$ cat config.mk
export PLATFORM = sky130hd
export DESIGN_NAME = salu_top
export DESIGN_NICKNAME = d
export VERILOG_FILES = /design/src/rtl/salu_pkg.sv /design/src/rtl/salu_fa.sv /design/src/rtl/salu_bit.sv /design/src/rtl/salu_bit_msb.sv /design/src/rtl/salu_decode.sv /design/src/rtl/salu_top.sv
export SDC_FILE = /design/constraint.sdc
export NUM_CORES = 1
export LEC_CHECK = 0
export CAP_MARGIN = 5
export CORE_MARGIN = 2
export CORE_UTILIZATION = 44
export DETAILED_ROUTE_END_ITERATION = 10
export PLACE_DENSITY = 0.88
export SYNTH_ARGS = -nofsm -noshare
export SYNTH_HDL_FRONTEND = slang
export SYNTH_SLANG_ARGS = --single-unit
export TNS_END_PERCENT = 20
$ cat constraint.sdc
create_clock -name vclk -period 22.3
set_input_delay 2.23 -clock vclk [all_inputs]
set_output_delay 2.23 -clock vclk [all_outputs]
set_load 0.01 [all_outputs]
$ cat src/rtl/salu_pkg.sv
// Shared types for the bit-slice ALU.
// Assumes the slice selector is 2 bits wide and the control code 3 bits wide.
package salu_pkg;

    // Per-slice output selection.
    typedef enum logic [1:0] {
        SEL_AND  = 2'b00,
        SEL_OR   = 2'b01,
        SEL_SUM  = 2'b10,
        SEL_LESS = 2'b11
    } slice_sel_e;

    // Control codes seen at the top-level port.
    localparam logic [2:0] CTL_AND = 3'b000;
    localparam logic [2:0] CTL_OR  = 3'b001;
    localparam logic [2:0] CTL_ADD = 3'b010;
    localparam logic [2:0] CTL_SUB = 3'b110;
    localparam logic [2:0] CTL_SLT = 3'b111;

    // Four-way pick of a slice output from its candidate values.
    function automatic logic slice_pick(input slice_sel_e sel,
                                        input logic and_v,
                                        input logic or_v,
                                        input logic sum_v,
                                        input logic less_v);
        logic r;
        case (sel)
            SEL_AND: r = and_v;
            SEL_OR:  r = or_v;
            SEL_SUM: r = sum_v;
            default: r = less_v;
        endcase
        return r;
    endfunction

endpackage

$ cat src/rtl/salu_fa.sv
// One-bit full adder.
// Purely combinational; carry out is the majority of the three inputs.
module salu_fa (
    input  logic x_i,
    input  logic y_i,
    input  logic ci_i,
    output logic s_o,
    output logic co_o
);
    // Sum and majority carry.
    always_comb begin
        s_o  = x_i ^ y_i ^ ci_i;
        co_o = (x_i & y_i) | (x_i & ci_i) | (y_i & ci_i);
    end
endmodule

$ cat src/rtl/salu_bit.sv
// One-bit ALU slice for all but the most significant position.
// Assumes the inverted operands feed the logic and adder stages alike.
module salu_bit
    import salu_pkg::*;
(
    input  logic       a_i,
    input  logic       b_i,
    input  logic       a_inv,
    input  logic       b_inv,
    input  logic       less_i,
    input  slice_sel_e sel_i,
    input  logic       cin_i,
    output logic       res_o,
    output logic       cout_o
);
    logic a_eff;
    logic b_eff;
    logic sum;

    // Optional operand inversion.
    always_comb begin
        a_eff = a_i ^ a_inv;
        b_eff = b_i ^ b_inv;
    end

    salu_fa u_fa (
        .x_i  (a_eff),
        .y_i  (b_eff),
        .ci_i (cin_i),
        .s_o  (sum),
        .co_o (cout_o)
    );

    // Output selection.
    always_comb res_o = slice_pick(sel_i, a_eff & b_eff, a_eff | b_eff, sum, less_i);
endmodule

$ cat src/rtl/salu_bit_msb.sv
// Most significant ALU slice.
// Behaves like the ordinary slice and also exposes its raw sum (the
// set-on-less-than source) and the XOR of its carry in and carry out
// (signed overflow).
module salu_bit_msb
    import salu_pkg::*;
(
    input  logic       a_i,
    input  logic       b_i,
    input  logic       a_inv,
    input  logic       b_inv,
    input  logic       less_i,
    input  slice_sel_e sel_i,
    input  logic       cin_i,
    output logic       res_o,
    output logic       cout_o,
    output logic       set_o,
    output logic       ovf_o
);
    logic a_eff;
    logic b_eff;
    logic sum;

    // Optional operand inversion.
    always_comb begin
        a_eff = a_i ^ a_inv;
        b_eff = b_i ^ b_inv;
    end

    salu_fa u_fa (
        .x_i  (a_eff),
        .y_i  (b_eff),
        .ci_i (cin_i),
        .s_o  (sum),
        .co_o (cout_o)
    );

    // Output selection, the set bit, and the overflow from the top carries.
    always_comb begin
        res_o = slice_pick(sel_i, a_eff & b_eff, a_eff | b_eff, sum, less_i);
        set_o = sum;
        ovf_o = cin_i ^ cout_o;
    end
endmodule

$ cat src/rtl/salu_decode.sv
// Control-code decoder.
// Bit 2 inverts B (and is the bit-0 carry-in); bits 1:0 pick the slice output.
// A is never inverted by the defined codes.
module salu_decode
    import salu_pkg::*;
(
    input  logic [2:0] ctl_i,
    output logic       a_inv_o,
    output logic       b_inv_o,
    output slice_sel_e sel_o
);
    // Split the code into its fields.
    always_comb begin
        a_inv_o = 1'b0;
        b_inv_o = ctl_i[2];
        sel_o   = slice_sel_e'(ctl_i[1:0]);
    end
endmodule

$ cat src/rtl/salu_top.sv
// Bit-slice ALU top.
// Chains WIDTH one-bit slices through a ripple carry. The top slice's sum
// returns to the less input of bit 0 for set-on-less-than.
// Assumes WIDTH >= 2. Purely combinational.
module salu_top
    import salu_pkg::*;
#(
    parameter int WIDTH = 32
) (
    input  logic [WIDTH-1:0] opnd_a,
    input  logic [WIDTH-1:0] opnd_b,
    input  logic [2:0]       alu_ctl,
    output logic [WIDTH-1:0] alu_res,
    output logic             zero,
    output logic             carry_out,
    output logic             overflow
);
    localparam int MSB = WIDTH - 1;

    logic       a_inv;
    logic       b_inv;
    slice_sel_e sel;
    logic [WIDTH:0] carry;
    logic       set_msb;
    logic       ovf_msb;

    salu_decode u_dec (
        .ctl_i   (alu_ctl),
        .a_inv_o (a_inv),
        .b_inv_o (b_inv),
        .sel_o   (sel)
    );

    // Subtraction needs the +1 of two's complement at bit 0.
    always_comb carry[0] = b_inv;

    for (genvar i = 0; i < WIDTH; i++) begin : g_slice
        if (i == MSB) begin : g_top
            salu_bit_msb u_bit (
                .a_i    (opnd_a[i]),
                .b_i    (opnd_b[i]),
                .a_inv  (a_inv),
                .b_inv  (b_inv),
                .less_i (1'b0),
                .sel_i  (sel),
                .cin_i  (carry[i]),
                .res_o  (alu_res[i]),
                .cout_o (carry[i+1]),
                .set_o  (set_msb),
                .ovf_o  (ovf_msb)
            );
        end else begin : g_low
            salu_bit u_bit (
                .a_i    (opnd_a[i]),
                .b_i    (opnd_b[i]),
                .a_inv  (a_inv),
                .b_inv  (b_inv),
                .less_i ((i == 0) ? set_msb : 1'b0),
                .sel_i  (sel),
                .cin_i  (carry[i]),
                .res_o  (alu_res[i]),
                .cout_o (carry[i+1])
            );
        end
    end

    // Status flags.
    always_comb begin
        zero      = ~|alu_res;
        carry_out = carry[WIDTH];
        overflow  = ovf_msb;
    end
endmodule

After elaboration in Yosys (flattened, before gate mapping)
Cells that the tools add are included.
{"block": "op_classes", "n_eq_ne": 2, "muxes": 32, "bitwise": 289, "reduce_logical": 3}
{"cell": "1-bit XOR", "count": 97}
{"cell": "1-bit AND", "count": 96}
{"cell": "1-bit OR", "count": 96}
{"cell": "1-bit case mux with 3 select lines", "count": 32}
{"cell": "32-bit OR reduction", "count": 1}
{"cell": "2-bit by 1-bit == test with 1-bit output (second input constant)", "count": 1}
{"cell": "2-bit == test (second input constant)", "count": 1}
{"cell": "2-bit logical NOT", "count": 1}
{"cell": "1-bit logical NOT", "count": 1}
{"block": "word_totals", "ff_bits": 0, "input_bits": 67, "wordCells": 326}

Depth between registers and ports, before layout
{"block": "depth", "depth_word": 98, "mapped_depth": 42}

Modules after synthesis
From an unflattened synthesis, not the netlist that was laid out.
{"block": "hier_totals", "cells_unflattened": 274, "hier_area_um2": 2280.9}
{"mod": "salu_bit", "n_inst": 31, "cells_each": 7, "area_per_inst_um2": 47.5, "seq_area_each_um2": 0.0}
{"mod": "salu_fa", "n_inst": 32, "cells_each": 1, "area_per_inst_um2": 20.0, "seq_area_each_um2": 0.0}
{"mod": "salu_top", "n_inst": 1, "cells_each": 12, "area_per_inst_um2": 76.3, "seq_area_each_um2": 0.0}
{"mod": "salu_bit_msb", "n_inst": 1, "cells_each": 8, "area_per_inst_um2": 56.3, "seq_area_each_um2": 0.0}
{"mod": "salu_decode", "n_inst": 1, "cells_each": 5, "area_per_inst_um2": 33.8, "seq_area_each_um2": 0.0}

Least setup slack after synthesis
OpenSTA, ideal clock, no wires.
{"block": "synth_path", "path_type": "input to output", "startpoint": "in alu_ctl[2]", "endpoint": "out zero", "arrival_time_ns": 15.374, "slack_ns": 4.696, "path_stages": 42, "path_buffers": 2, "path_cell_list": "buf_6 > buf_2 > xor2_1 > inv_1 > fa_1 > inv_1 > fa_1 > fa_1 > fa_1 > fa_1 > fa_1 > fa_1 > fa_1 > fa_1 > fa_1 > fa_1 > fa_1 > fa_1 > [6 not listed] > fa_1 > fa_1 > fa_1 > fa_1 > fa_1 > fa_1 > fa_1 > fa_1 > fa_1 > fa_1 > fa_1 > inv_1 > fa_1 > inv_1 > mux4_2 > nor4_1 > nand2_1 > nor4_2"}
{"block": "synth_via", "elab_chain_len": 98}
{"element": "start, declared", "line_no": "salu_top.sv:12", "text": "input logic [2:0] alu_ctl,"}
{"element": "1-bit XOR", "line_no": "salu_bit.sv:23", "text": "b_eff = b_i ^ b_inv;"}
{"element": "1-bit AND", "line_no": "salu_fa.sv:13, salu_bit.sv:35"}
{"element": "1-bit OR (2 in a row)", "line_no": "salu_fa.sv:13", "text": "co_o = (x_i & y_i) | (x_i & ci_i) | (y_i & ci_i);"}
{"element": "1-bit AND", "line_no": "salu_fa.sv:13"}
{"element": "1-bit OR (2 in a row)", "line_no": "salu_fa.sv:13"}
{"element": "1-bit AND", "line_no": "salu_fa.sv:13"}
{"element": "1-bit OR (2 in a row)", "line_no": "salu_fa.sv:13"}
{"element": "1-bit AND", "line_no": "salu_fa.sv:13"}
{"element": "[78 not listed]"}
{"element": "1-bit OR (2 in a row)", "line_no": "salu_fa.sv:13"}
{"element": "1-bit AND", "line_no": "salu_fa.sv:13"}
{"element": "1-bit OR (2 in a row)", "line_no": "salu_fa.sv:13"}
{"element": "1-bit XOR", "line_no": "salu_fa.sv:12", "text": "s_o = x_i ^ y_i ^ ci_i;"}
{"element": "1-bit case mux with 3 select lines (*)", "line_no": "salu_pkg.sv:27", "text": "case (sel)"}
{"element": "net g_slice[0].g_low.u_bit.res_o", "line_no": "salu_bit.sv:13", "text": "output logic res_o,"}
{"element": "32-bit OR reduction (*)", "line_no": "salu_top.sv:69", "text": "zero = ~|alu_res;"}
{"element": "1-bit logical NOT (*)", "line_no": "salu_top.sv:69"}
{"element": "end, declared", "line_no": "salu_top.sv:14", "text": "output logic zero,"}
Mark *: on every way through the listed nets, which the timed path passes. The rest lies on a longest branch.

Worst setup path after layout
{"block": "layout_path", "startpoint": "in alu_ctl[2]", "endpoint": "out zero"}
{"block": "layout_via", "elab_chain_len": 98}
{"element": "1-bit XOR", "line_no": "salu_bit.sv:23"}
{"element": "1-bit AND", "line_no": "salu_fa.sv:13, salu_bit.sv:35"}
{"element": "1-bit OR (2 in a row)", "line_no": "salu_fa.sv:13"}
{"element": "1-bit AND", "line_no": "salu_fa.sv:13"}
{"element": "1-bit OR (2 in a row)", "line_no": "salu_fa.sv:13"}
{"element": "1-bit AND", "line_no": "salu_fa.sv:13"}
{"element": "1-bit OR (2 in a row)", "line_no": "salu_fa.sv:13"}
{"element": "1-bit AND", "line_no": "salu_fa.sv:13"}
{"element": "[77 not listed]"}
{"element": "1-bit AND", "line_no": "salu_fa.sv:13"}
{"element": "1-bit OR (2 in a row)", "line_no": "salu_fa.sv:13"}
{"element": "1-bit AND", "line_no": "salu_fa.sv:13"}
{"element": "1-bit OR (2 in a row)", "line_no": "salu_fa.sv:13"}
{"element": "1-bit XOR", "line_no": "salu_fa.sv:12"}
{"element": "1-bit case mux with 3 select lines", "line_no": "salu_pkg.sv:27"}
{"element": "32-bit OR reduction (*)", "line_no": "salu_top.sv:69"}
{"element": "1-bit logical NOT (*)", "line_no": "salu_top.sv:69"}
Mark *: on every way between the ends. The rest lies on a longest branch, timed or not.

==> metrics.log <==
INFO  metric synth_area_per_cell = 8.27 um2
INFO  metric synthMostInstantiatedCell = sky130_fd_sc_hd__inv_1
INFO  metric antenna_found_initial = 0
INFO  metric holdPathStages = 4
INFO  metric detail_route.iter0.violations = 62
INFO  metric floorplan.die.width = 88.6 um
INFO  metric via_per_inst = 4.59
INFO  metric worstHoldPathType = in2out
INFO  metric post_synth_and_or_nand_nor_area_fraction = 0.0648
INFO  metric finalNonFillerCells = 535
INFO  metric grt_pass1_wl = 11100 um
INFO  metric hold_startpoint = alu_ctl[0]
INFO  metric post_cts.resized_instances = 0
INFO  metric cp_data_required_time = 20.07 ns
INFO  metric post_dp_hpwl = 5790 um
INFO  metric port-buffer-count = 102
INFO  metric fp.dieH = 88.6 um
INFO  metric totalNegativeSetupSlack = 0 ns
INFO  metric setup.worst_path.start = alu_ctl[2]
INFO  metric synth.lib_cells_used.distinct = 22
INFO  metric cts_setup_buffers = 0
INFO  metric post_synth_inst_count = 381
INFO  metric layout-drive-gt1-share = 0.0159
INFO  metric post-route-min-period = 18.99 ns
INFO  metric drt_wl_total = 6760 um
INFO  metric cpMaxStageDelayCell = sky130_fd_sc_hd__clkdlybuf4s50_1
INFO  metric setup_viol = 0
INFO  metric flops_and_latches = 0
INFO  metric ios = 102
INFO  metric cp-end-kind = primary output
INFO  metric routedWlPerCell = 12.6 um
INFO  metric synthDominantAreaCellType = sky130_fd_sc_hd__ha_1
INFO  metric min_to = alu_res[10]
INFO  metric worst-slew-pin-transition = 1.01 ns
INFO  metric grt_start_max_net_pins = 35
INFO  metric crit_path_start_kind = input port
INFO  metric multiInputGateArea = 2420 um2
INFO  metric timing_hold_violations_final = 0
INFO  metric synth_top_family_by_area = adder cells
INFO  metric num-clock-buffers = 0
INFO  metric power.ir.vdd_worst = 17.4 uV
INFO  metric ff_latch_area = 0 um2
INFO  metric ant_diodes = 0
INFO  metric maxSlewHeadroom = 0.325
INFO  metric antenna_violating_nets_post_route = 0
INFO  metric post_synth_xor_area_fraction = 0.0946
INFO  metric place.gp.congestion = 0.831
INFO  metric synth_compound_area_frac = 0.0501
INFO  metric grt_remaining_overflow = 0
INFO  metric post-place-cells = 535
INFO  metric leakagePower = 2.02 nW
INFO  metric synth_fp_nets = 543
INFO  metric post_synth_instance_area = 3150 um2
INFO  metric fp.dieArea = 7850 um2
INFO  metric routed-via-count = 2454
INFO  metric synthDominantCellAreaShare = 0.254
INFO  metric critPathArrivalTime = 16.76 ns
INFO  metric ys.warnings.count = 0
INFO  metric core_area = 6870 um2
INFO  metric setup_crit_path_kind = in2out
INFO  metric crit_path_max_fanout = 34
INFO  metric synthAdderAreaFrac = 0.451
INFO  metric power_density = 25.7 nW/um2
INFO  metric track_usage = 0.172
INFO  metric max-cap-violations = 0
INFO  metric muxShareOfSynthArea = 0.109
INFO  metric final_nets = 603
INFO  metric final_max_slew_viol_count = 0
INFO  metric fin_worst_hold_slack = 5.73 ns
INFO  metric finalCritPeriodShare = 0.852
INFO  metric floorplan.initialDensity = 0.458
INFO  metric final.fill_count = 590
INFO  metric firstDrtPassIters = 4
INFO  metric commonest_cells_in_the_netlist = sky130_fd_sc_hd__inv_1 (100), sky130_fd_sc_hd__ha_1 (64), sky130_fd_sc_hd__xor2_1 (33)
INFO  metric postCtsHoldBufs = 0
INFO  metric number_of_global_route_vias_before_repair = 2586
INFO  metric drc_violations_left = 0
INFO  metric fmax = 52.7 MHz
INFO  metric area_growth = 25.3%
INFO  metric netlist_top_cells_area = sky130_fd_sc_hd__ha_1 (25%), sky130_fd_sc_hd__fa_1 (20%), sky130_fd_sc_hd__inv_1 (12%)
INFO  metric rsz0062_at_grt = false
INFO  metric cp_slowest_stage_delay = 0.60 ns
INFO  metric synth-seq-area-share = 0
INFO  metric outcome = completed
INFO  metric rows = 30
INFO  metric timing.critical_path.mode_cell = sky130_fd_sc_hd__fa_1
[where the power goes]
part / switching, W / leakage (nW) / internal [W]
Clock: 0 / 0 / 0
Sequential: 0 / 0 / 0
Combinational: 0.0000505 / 2.02 / 0.0000508
[worst max-delay path by stage]
| stage | endpoint | cells after the start |
|---|---|---|
| floorplan | zero | 42 |
| global placement | zero | 43 |
| detailed placement | zero | 43 |
| CTS | zero | 43 |
| global route | zero | 43 |
| finish | zero | 43 |
[stage by stage]
stage,instance area (um2),total power [W],utilization,setup WS [ns]
after floorplan,3150,0.0000675,-,4.70
after global placement,3950,0.0000973,0.574,3.54
after detailed placement,3950,0.000102,0.574,3.34
after CTS,3950,0.000102,0.574,3.30
after global routing,3950,0.000114,0.574,2.69
final,3950,0.000101,0.574,3.31
[kinds of logic (layout without fill, tap and decap cells)]
group	after synthesis	after routing
and+or+nand+nor	42	42
AOI/OAI and AO/OA	31	31
muxes	33	33
xor gates and xnor gates	34	34
buffers and inverters	146	204
adders and majority gates	95	95
[placed cells by master (no fill, tap or decap)]
cell type / instances
sky130_fd_sc_hd__o21ai_0: 21
sky130_fd_sc_hd__nor2b_4: 1
sky130_fd_sc_hd__buf_2: 2
sky130_fd_sc_hd__nor4_2: 1
sky130_fd_sc_hd__xor2_1: 33
sky130_fd_sc_hd__nand4_1: 1
sky130_fd_sc_hd__o21ai_1: 8
sky130_fd_sc_hd__fa_1: 31
sky130_fd_sc_hd__nor4_1: 6
sky130_fd_sc_hd__clkdlybuf4s50_1: 100
sky130_fd_sc_hd__inv_1: 100
sky130_fd_sc_hd__nand2b_1: 1
sky130_fd_sc_hd__o22ai_1: 2
sky130_fd_sc_hd__nand2_1: 30
sky130_fd_sc_hd__or4_1: 2
sky130_fd_sc_hd__xnor2_1: 1
sky130_fd_sc_hd__mux2i_1: 32
sky130_fd_sc_hd__ha_1: 64
sky130_fd_sc_hd__mux4_2: 1
sky130_fd_sc_hd__buf_4: 2
[layout make-up]
class                      instances  share of cell area
timing repair buffer             104               0.260
inverter                         100              0.0951
tap                               96              0.0304
multi-input combinational        235               0.614
[worst max-delay path: cells and delay by family]
family	cells	cell delay (ns)
fa+ha+maj	31	11.84
buf+inv	7	1.42
simple gates	3	0.61
mux	1	0.47
xor+xnor	1	0.16
[metal layers]
| metal | vias to the layer above | track usage | part of all wire |
|---|---|---|---|
| li1 | 1209 | - | - |
| met1 | 1150 | 0.208 | 0.40 |
| met2 | 85 | 0.336 | 0.52 |
| met3 | 10 | 0.0112 | 0.063 |
| met4 | 0 | 0.0275 | 0.018 |
| met5 | - | 0 | 0 |
Power figures use the tool's default switching activity.
